<file path="src/rtl/seqr_pkg.sv">
package seqr_pkg;

  typedef enum logic [2:0] {
    ST_IDLE   = 3'd0,
    ST_DRAIN  = 3'd1,
    ST_HOLD   = 3'd2,
    ST_SETTLE = 3'd3,
    ST_CLEAR  = 3'd4,
    ST_RESUME = 3'd5
  } seq_state_t;

  function automatic int ceil_div(input int num, input int den);
    return (num + den - 1) / den;
  endfunction

  function automatic int max3(input int a, input int b, input int c);
    int m;
    m = (a > b) ? a : b;
    return (m > c) ? m : c;
  endfunction

endpackage

</file>
<file path="src/rtl/seq_timer.sv">
// Loadable down counter shared by all timed phases of the sequencer.
module seq_timer #(
  parameter int W = 8
) (
  input  logic         clk,
  input  logic         rst,
  input  logic         load,
  input  logic [W-1:0] load_val,
  output logic         expired
);
  logic [W-1:0] cnt_q;

  always_ff @(posedge clk) begin
    if (rst)               cnt_q <= '0;
    else if (load)         cnt_q <= load_val;
    else if (cnt_q != '0)  cnt_q <= cnt_q - 1'b1;
  end

  assign expired = (cnt_q == '0);

  // never counts up except through a load
  a_r5_timer_down: assert property (@(posedge clk) disable iff (rst)
    !$past(load) && $past(cnt_q) != '0 |-> cnt_q == $past(cnt_q) - 1'b1);
endmodule

</file>
<file path="src/rtl/rst_word_map.sv">
// Places the registered reset request on the word bit owned by the chosen path.
module rst_word_map #(
  parameter int WORD_W  = 16,
  parameter bit PATH_RX = 1'b0,
  parameter int TX_BIT  = 0,
  parameter int RX_BIT  = 8
) (
  input  logic              clk,
  input  logic              rst,
  input  logic              assert_nxt,
  output logic [WORD_W-1:0] word_o
);
  localparam int SEL_BIT = PATH_RX ? RX_BIT : TX_BIT;

  generate
    for (genvar i = 0; i < WORD_W; i++) begin : g_bit
      if (i == SEL_BIT) begin : g_live
        always_ff @(posedge clk) begin
          if (rst) word_o[i] <= 1'b0;
          else     word_o[i] <= assert_nxt;
        end
      end else begin : g_tied
        assign word_o[i] = 1'b0;
      end
    end
  endgenerate
endmodule

</file>
<file path="src/rtl/seq_fsm.sv">
// Phase controller: quiesce, drain, hold, settle, clear, resume.
module seq_fsm
  import seqr_pkg::*;
#(
  parameter int TMR_W         = 8,
  parameter int DRAIN_TIMEOUT = 64,
  parameter int HOLD_CYCLES   = 3,
  parameter int SETTLE_CYCLES = 79
) (
  input  logic             clk,
  input  logic             rst,
  input  logic             start_i,
  input  logic             busy_i,
  input  logic             clk_stable_i,
  input  logic             tmr_expired,
  output logic             tmr_load,
  output logic [TMR_W-1:0] tmr_val,
  output logic             rst_assert_nxt,
  output logic             path_disable_o,
  output logic             path_rst_n_o,
  output logic             stats_clr_o,
  output logic             done_o,
  output logic             drain_to_o
);
  localparam logic [TMR_W-1:0] DRAIN_LD  = TMR_W'(DRAIN_TIMEOUT - 1);
  localparam logic [TMR_W-1:0] HOLD_LD   = TMR_W'(HOLD_CYCLES - 1);
  localparam logic [TMR_W-1:0] SETTLE_LD = TMR_W'(SETTLE_CYCLES - 1);

  seq_state_t st_q, st_nxt;
  logic set_to, clr_to;

  always_comb begin
    st_nxt   = st_q;
    tmr_load = 1'b0;
    tmr_val  = '0;
    set_to   = 1'b0;
    clr_to   = 1'b0;
    unique case (st_q)
      ST_IDLE: if (start_i) begin
        st_nxt   = ST_DRAIN;
        tmr_load = 1'b1;
        tmr_val  = DRAIN_LD;
        clr_to   = 1'b1;
      end
      ST_DRAIN: if (!busy_i || tmr_expired) begin
        st_nxt   = ST_HOLD;
        tmr_load = 1'b1;
        tmr_val  = HOLD_LD;
        set_to   = busy_i;
      end
      ST_HOLD: if (tmr_expired && clk_stable_i) begin
        st_nxt   = ST_SETTLE;
        tmr_load = 1'b1;
        tmr_val  = SETTLE_LD;
      end
      ST_SETTLE: if (tmr_expired) st_nxt = ST_CLEAR;
      ST_CLEAR:  st_nxt = ST_RESUME;
      ST_RESUME: st_nxt = ST_IDLE;
      default:   st_nxt = ST_IDLE;
    endcase
  end

  assign rst_assert_nxt = (st_nxt == ST_HOLD);

  always_ff @(posedge clk) begin
    if (rst) begin
      st_q           <= ST_IDLE;
      path_disable_o <= 1'b0;
      path_rst_n_o   <= 1'b1;
      stats_clr_o    <= 1'b0;
      done_o         <= 1'b0;
      drain_to_o     <= 1'b0;
    end else begin
      st_q           <= st_nxt;
      path_disable_o <= (st_nxt == ST_DRAIN) || (st_nxt == ST_HOLD) ||
                        (st_nxt == ST_SETTLE) || (st_nxt == ST_CLEAR);
      path_rst_n_o   <= (st_nxt != ST_HOLD);
      stats_clr_o    <= (st_nxt == ST_CLEAR);
      done_o         <= (st_nxt == ST_RESUME);
      if (clr_to)      drain_to_o <= 1'b0;
      else if (set_to) drain_to_o <= 1'b1;
    end
  end

  // checker counters for windows whose length is a parameter
  logic [15:0] low_cnt_q, high_cnt_q;
  always_ff @(posedge clk) begin
    if (rst) begin
      low_cnt_q  <= '0;
      high_cnt_q <= '0;
    end else begin
      low_cnt_q  <= !path_rst_n_o ? ((low_cnt_q == 16'hFFFF) ? low_cnt_q : low_cnt_q + 1'b1) : '0;
      high_cnt_q <= (!path_rst_n_o || !path_disable_o) ? '0 :
                    ((high_cnt_q == 16'hFFFF) ? high_cnt_q : high_cnt_q + 1'b1);
    end
  end

  a_r5_hold_min: assert property (@(posedge clk) disable iff (rst)
    $rose(path_rst_n_o) |-> low_cnt_q >= 16'(HOLD_CYCLES));
  a_r6_release_stable: assert property (@(posedge clk) disable iff (rst)
    $rose(path_rst_n_o) |-> $past(clk_stable_i));
  a_r8_settle_len: assert property (@(posedge clk) disable iff (rst)
    $rose(stats_clr_o) |-> high_cnt_q >= 16'(SETTLE_CYCLES));
  a_r8_clr_pulse: assert property (@(posedge clk) disable iff (rst)
    stats_clr_o |=> !stats_clr_o);
  a_r9_done_after_clr: assert property (@(posedge clk) disable iff (rst)
    done_o |-> !path_disable_o && $past(stats_clr_o));
  a_r9_done_pulse: assert property (@(posedge clk) disable iff (rst)
    done_o |=> !done_o);
  a_r11_rst_disabled: assert property (@(posedge clk) disable iff (rst)
    !path_rst_n_o |-> path_disable_o);
  a_r4_sticky: assert property (@(posedge clk) disable iff (rst)
    $fell(drain_to_o) |-> $past(start_i) && $rose(path_disable_o));
  a_r2_start_disables: assert property (@(posedge clk) disable iff (rst)
    $rose(path_disable_o) |-> $past(start_i));
endmodule

</file>
<file path="src/rtl/dp_reset_seq.sv">
module dp_reset_seq
  import seqr_pkg::*;
#(
  parameter int CLK_PERIOD_PS = 6400,
  parameter int SETTLE_NS     = 500,
  parameter int HOLD_CYCLES   = 3,
  parameter int DRAIN_TIMEOUT = 64,
  parameter bit PATH_RX       = 1'b0,
  parameter int STAT_W        = 16,
  parameter int BUSY_BIT      = 8,
  parameter int WORD_W        = 16,
  parameter int TX_RST_BIT    = 0,
  parameter int RX_RST_BIT    = 8
) (
  input  logic              clk,
  input  logic              rst,
  input  logic              start_i,
  input  logic [STAT_W-1:0] xfer_status_i,
  input  logic              clk_stable_i,
  output logic              path_disable_o,
  output logic              path_rst_n_o,
  output logic [WORD_W-1:0] rst_word_o,
  output logic              stats_clr_o,
  output logic              done_o,
  output logic              drain_to_o
);
  localparam int SETTLE_CYCLES = ceil_div(SETTLE_NS * 1000, CLK_PERIOD_PS);
  localparam int TMR_MAX       = max3(DRAIN_TIMEOUT, HOLD_CYCLES, SETTLE_CYCLES);
  localparam int TMR_W         = $clog2(TMR_MAX + 1);

  logic             tmr_load, tmr_expired, rst_assert_nxt;
  logic [TMR_W-1:0] tmr_val;

  seq_timer #(.W(TMR_W)) u_timer (
    .clk      (clk),
    .rst      (rst),
    .load     (tmr_load),
    .load_val (tmr_val),
    .expired  (tmr_expired)
  );

  seq_fsm #(
    .TMR_W         (TMR_W),
    .DRAIN_TIMEOUT (DRAIN_TIMEOUT),
    .HOLD_CYCLES   (HOLD_CYCLES),
    .SETTLE_CYCLES (SETTLE_CYCLES)
  ) u_fsm (
    .clk            (clk),
    .rst            (rst),
    .start_i        (start_i),
    .busy_i         (xfer_status_i[BUSY_BIT]),
    .clk_stable_i   (clk_stable_i),
    .tmr_expired    (tmr_expired),
    .tmr_load       (tmr_load),
    .tmr_val        (tmr_val),
    .rst_assert_nxt (rst_assert_nxt),
    .path_disable_o (path_disable_o),
    .path_rst_n_o   (path_rst_n_o),
    .stats_clr_o    (stats_clr_o),
    .done_o         (done_o),
    .drain_to_o     (drain_to_o)
  );

  rst_word_map #(
    .WORD_W  (WORD_W),
    .PATH_RX (PATH_RX),
    .TX_BIT  (TX_RST_BIT),
    .RX_BIT  (RX_RST_BIT)
  ) u_word (
    .clk        (clk),
    .rst        (rst),
    .assert_nxt (rst_assert_nxt),
    .word_o     (rst_word_o)
  );

  // word image and reset line come from separate registers
  a_r7_word_tracks: assert property (@(posedge clk) disable iff (rst)
    $countones(rst_word_o) == (path_rst_n_o ? 0 : 1));
  a_r7_word_bit: assert property (@(posedge clk) disable iff (rst)
    !path_rst_n_o |-> rst_word_o[PATH_RX ? RX_RST_BIT : TX_RST_BIT]);
endmodule

</file>
<file path="config.mk">
export PLATFORM = sky130hd
export DESIGN_NAME = dp_reset_seq
export DESIGN_NICKNAME = d
export VERILOG_FILES = /design/src/rtl/seqr_pkg.sv /design/src/rtl/seq_timer.sv /design/src/rtl/rst_word_map.sv /design/src/rtl/seq_fsm.sv /design/src/rtl/dp_reset_seq.sv
export SDC_FILE = /design/constraint.sdc
export NUM_CORES = 1
export LEC_CHECK = 0
export BUFFER_PORTS_ARGS = -buffer_cell sky130_fd_sc_hd__buf_4
export CORE_MARGIN = 1.5
export CORE_UTILIZATION = 25
export DETAILED_ROUTE_END_ITERATION = 8
export PLACE_DENSITY = 0.52
export RECOVER_POWER = 50
export SLEW_MARGIN = 20
export SYNTH_ARGS = -nofsm -noshare
export SYNTH_HDL_FRONTEND = slang
export SYNTH_SLANG_ARGS = --single-unit
</file>
<file path="constraint.sdc">
create_clock -name clk -period 1.8 [get_ports clk]
set_input_delay 0.45 -clock clk [delete_from_list [all_inputs] [get_ports clk]]
set_output_delay 0.45 -clock clk [all_outputs]
set_load 0.01 [all_outputs]
</file>
==> results.json <==
{
  "outcome": "finished clean",
  "grt_pass1_wl_mm": 3.29,
  "grt_antenna_before_repair": 0,
  "min_period_ns": 1.69,
  "diodes": 0,
  "gp_congestion": 0.861,
  "ant_nets": 0,
  "grt.overflow.total": 0,
  "cts_hold_buf": 0,
  "grt_max_degree": 11,
  "final-max-slew-violation-count": 0,
  "peakVddDrop_v": 0.000423,
  "initial_core_util_pct": 25.9,
  "ys_types": 40,
  "die_h_um": 64.6,
  "clock-sinks": 16,
  "drive_gt1_share_pct": 21.1,
  "synth_ff_type": "dfxtp_1",
  "cts_buffers": 3,
  "clkTransAtPathRegs_ns": 0.06,
  "final-hold-violation-count": 0,
  "cts_tree": "yes",
  "h-tree-depth": 1,
  "drt_first_pass_iters": 4,
  "avgSynthCellArea_um2": 8.77,
  "synth_area_leader_cell": "dfxtp_1",
  "synth_edf_count": 0,
  "finalWirelength_mm": 2.00,
  "die_x_um": 64.6,
  "synthArstFlopShare_pct": 0,
  "clk_path_buf_depth": 2,
  "num_rows": 22,
  "synth.top_cell.area_share_pct": 33.8,
  "power_leakage_nw": 0.459,
  "worstPathArrival_ns": 1.80,
  "ios": 41,
  "dp_hpwl_mm": 1.58,
  "routed_via_density": 4.43,
  "finalCritPeriodShare_pct": 93.9,
  "area_growth_pct": 16.4,
  "cts_root_buf": "clkbuf_8",
  "nFillCells": 408,
  "ys_seq_area_share_pct": 33.8,
  "finalSetupTns_ns": 0,
  "dieArea_mm2": 0.00417,
  "grt_util_all_layers_pct": 10.2,
  "port_buffers": 10,
  "setup_viol": 0,
  "rsz0062_at_grt": "no",
  "vias": 757,
  "synthTopCellsByCount": "buf_4 (16), dfxtp_1 (16), nor2_1 (10), inv_1 (6), a21oi_1 (5)",
  "cp_data_required_time_ns": 1.91,
  "synth_area_um2": 947,
  "syn_inst": 108,
  "synth_area_leaders": "dfxtp_1 (34%), buf_4 (13%), nor2_1 (4.0%), a21oi_1 (2.6%), a31oi_1 (2.6%)",
  "skew_ns": 0.00225,
  "drc": 0,
  "drv_cap": 0,
  "fin_util_pct": 30.1,
  "clock_latency_ns": 0.24,
  "yosys_warnings": 0,
  "ys_ff_latch": 16,
  "start_kind": "flop",
  "setup.worst_path.end_class": "flop",
  "fmax_mhz": 592,
  "core_area_mm2": 0.00366,
  "hold_class": "in -> reg",
  "layout.nets": 146,
  "crit_fanout": 5,
  "power_density_mw_per_mm2": 1010,
  "wl_per_cell_um": 11.7,
  "initialDrtViolationCount": 9,
  "grt_pass1_vias": 756,
  "path_class": "reg -> reg"
}
[cells by family after synthesis]
kind of cell	synth area share [%]
AO/OA/AOI/OAI	21.1
XOR/XNOR	1.85
adder cells (fa/ha/maj)	1.32
buffers and inverters	16.0
flip-flops	33.8
other	0.396
AND/OR/NAND/NOR	25.5
[layout make-up]
class                           count  area [um2]  area share (%)
Clock buffer                        3        41.3            3.75
Inverter                            6        22.5            2.04
Timing Repair Buffer               16        97.6            8.85
Sequential cell                    16         320            29.1
Tap cell                           48        60.1            5.45
Multi-Input combinational cell     82         561            50.9
[stage by stage]
| step | hold slack, ns | power [W] | setup WS (ns) | cell area (um2) | instances |
|---|---|---|---|---|---|
| after CTS | 0.456 | 0.00110 | 0.00303 | 1080 | 170 |
| final | 0.464 | 0.00112 | 0.110 | 1100 | 171 |
| after global routing | 0.468 | 0.00121 | 0.00537 | 1100 | 171 |
| after floorplan | 0.478 | 0.000761 | 0.177 | 1000 | 122 |
| after detailed placement | 0.504 | 0.000836 | 0.0239 | 1040 | 167 |
| after global placement | 0.505 | 0.000831 | 0.0338 | 1040 | 167 |
[registers in the layout, indices dropped and copies added, names as in the netlist]
register,cells
u_timer.cnt_q,7
u_word.word_o,1
u_fsm.drain_to_o,1
u_fsm.stats_clr_o,1
u_fsm.path_disable_o,1
u_fsm.st_q,3
u_fsm.done_o,1
u_fsm.path_rst_n_o,1
[critical path: stages, from the launching register on]
cell	delay (ns)
dfxtp_1	0.33
inv_1	0.09
ha_4	0.15
or4b_4	0.53
o21ai_4	0.16
a21oi_2	0.10
nand4bb_1	0.20
[metal layers]
layer | global-route usage, % | part of all wire, % | up-vias
li1 | - | - | 384
met2 | 16.5 | 51 | 13
met1 | 12.6 | 45 | 358
met3 | 2.08 | 3.0 | 2
met5 | 0 | 0 | -
met4 | 5.85 | 0.85 | 0
[worst paths after layout]
| kind | slack, ns | depth (start not counted) | end | start |
|---|---|---|---|---|
| min | 0.46 | 2 | u_fsm.st_q[0]$_SDFF_PP0_ | rst |
| max | 0.11 | 6 | u_fsm.path_rst_n_o$_SDFF_PP1_ | u_timer.cnt_q[1]$_SDFFE_PP0P_ |
| max reg2reg | 0.11 | 6 | u_fsm.path_rst_n_o$_SDFF_PP1_ | u_timer.cnt_q[1]$_SDFFE_PP0P_ |
| min reg2reg | 0.51 | 2 | u_timer.cnt_q[6]$_SDFFE_PP0P_ | u_timer.cnt_q[6]$_SDFFE_PP0P_ |
[what timing repair did]
item	CTS	global route
endpoints found under the setup margin	0	10
setup buffers	0	1
resized for setup	0	6
[layout by cell type, fill, tap and decap left out, types with 2 or more instances in the layout]
master | Yosys | routed
o21a_1 | 2 | 2
o21ai_0 | 3 | 3
nor2_1 | 10 | 10
a21oi_1 | 5 | 5
inv_1 | 6 | 5
o21ai_1 | 2 | 2
nand2_1 | 4 | 4
dfxtp_1 | 16 | 16
a31oi_1 | 4 | 4
nor3b_1 | 2 | 2
xor2_1 | 2 | 2
clkbuf_8 | 0 | 3
o211ai_1 | 2 | 2
nor3_1 | 4 | 4
nand3_1 | 2 | 2
conb_1 | 1 | 15
clkbuf_1 | 0 | 6
nand3b_1 | 2 | 2
buf_4 | 16 | 10
o22ai_1 | 3 | 3
[where the power goes]
| part | internal [W] | switching (W) |
|---|---|---|
| combinational | 0.000187 | 0.000225 |
| sequential | 0.000399 | 0.0000525 |
| clock | 0.000148 | 0.000106 |
| total | 0.000734 | 0.000384 |
No activity file was read; power rests on OpenSTA's default activity.
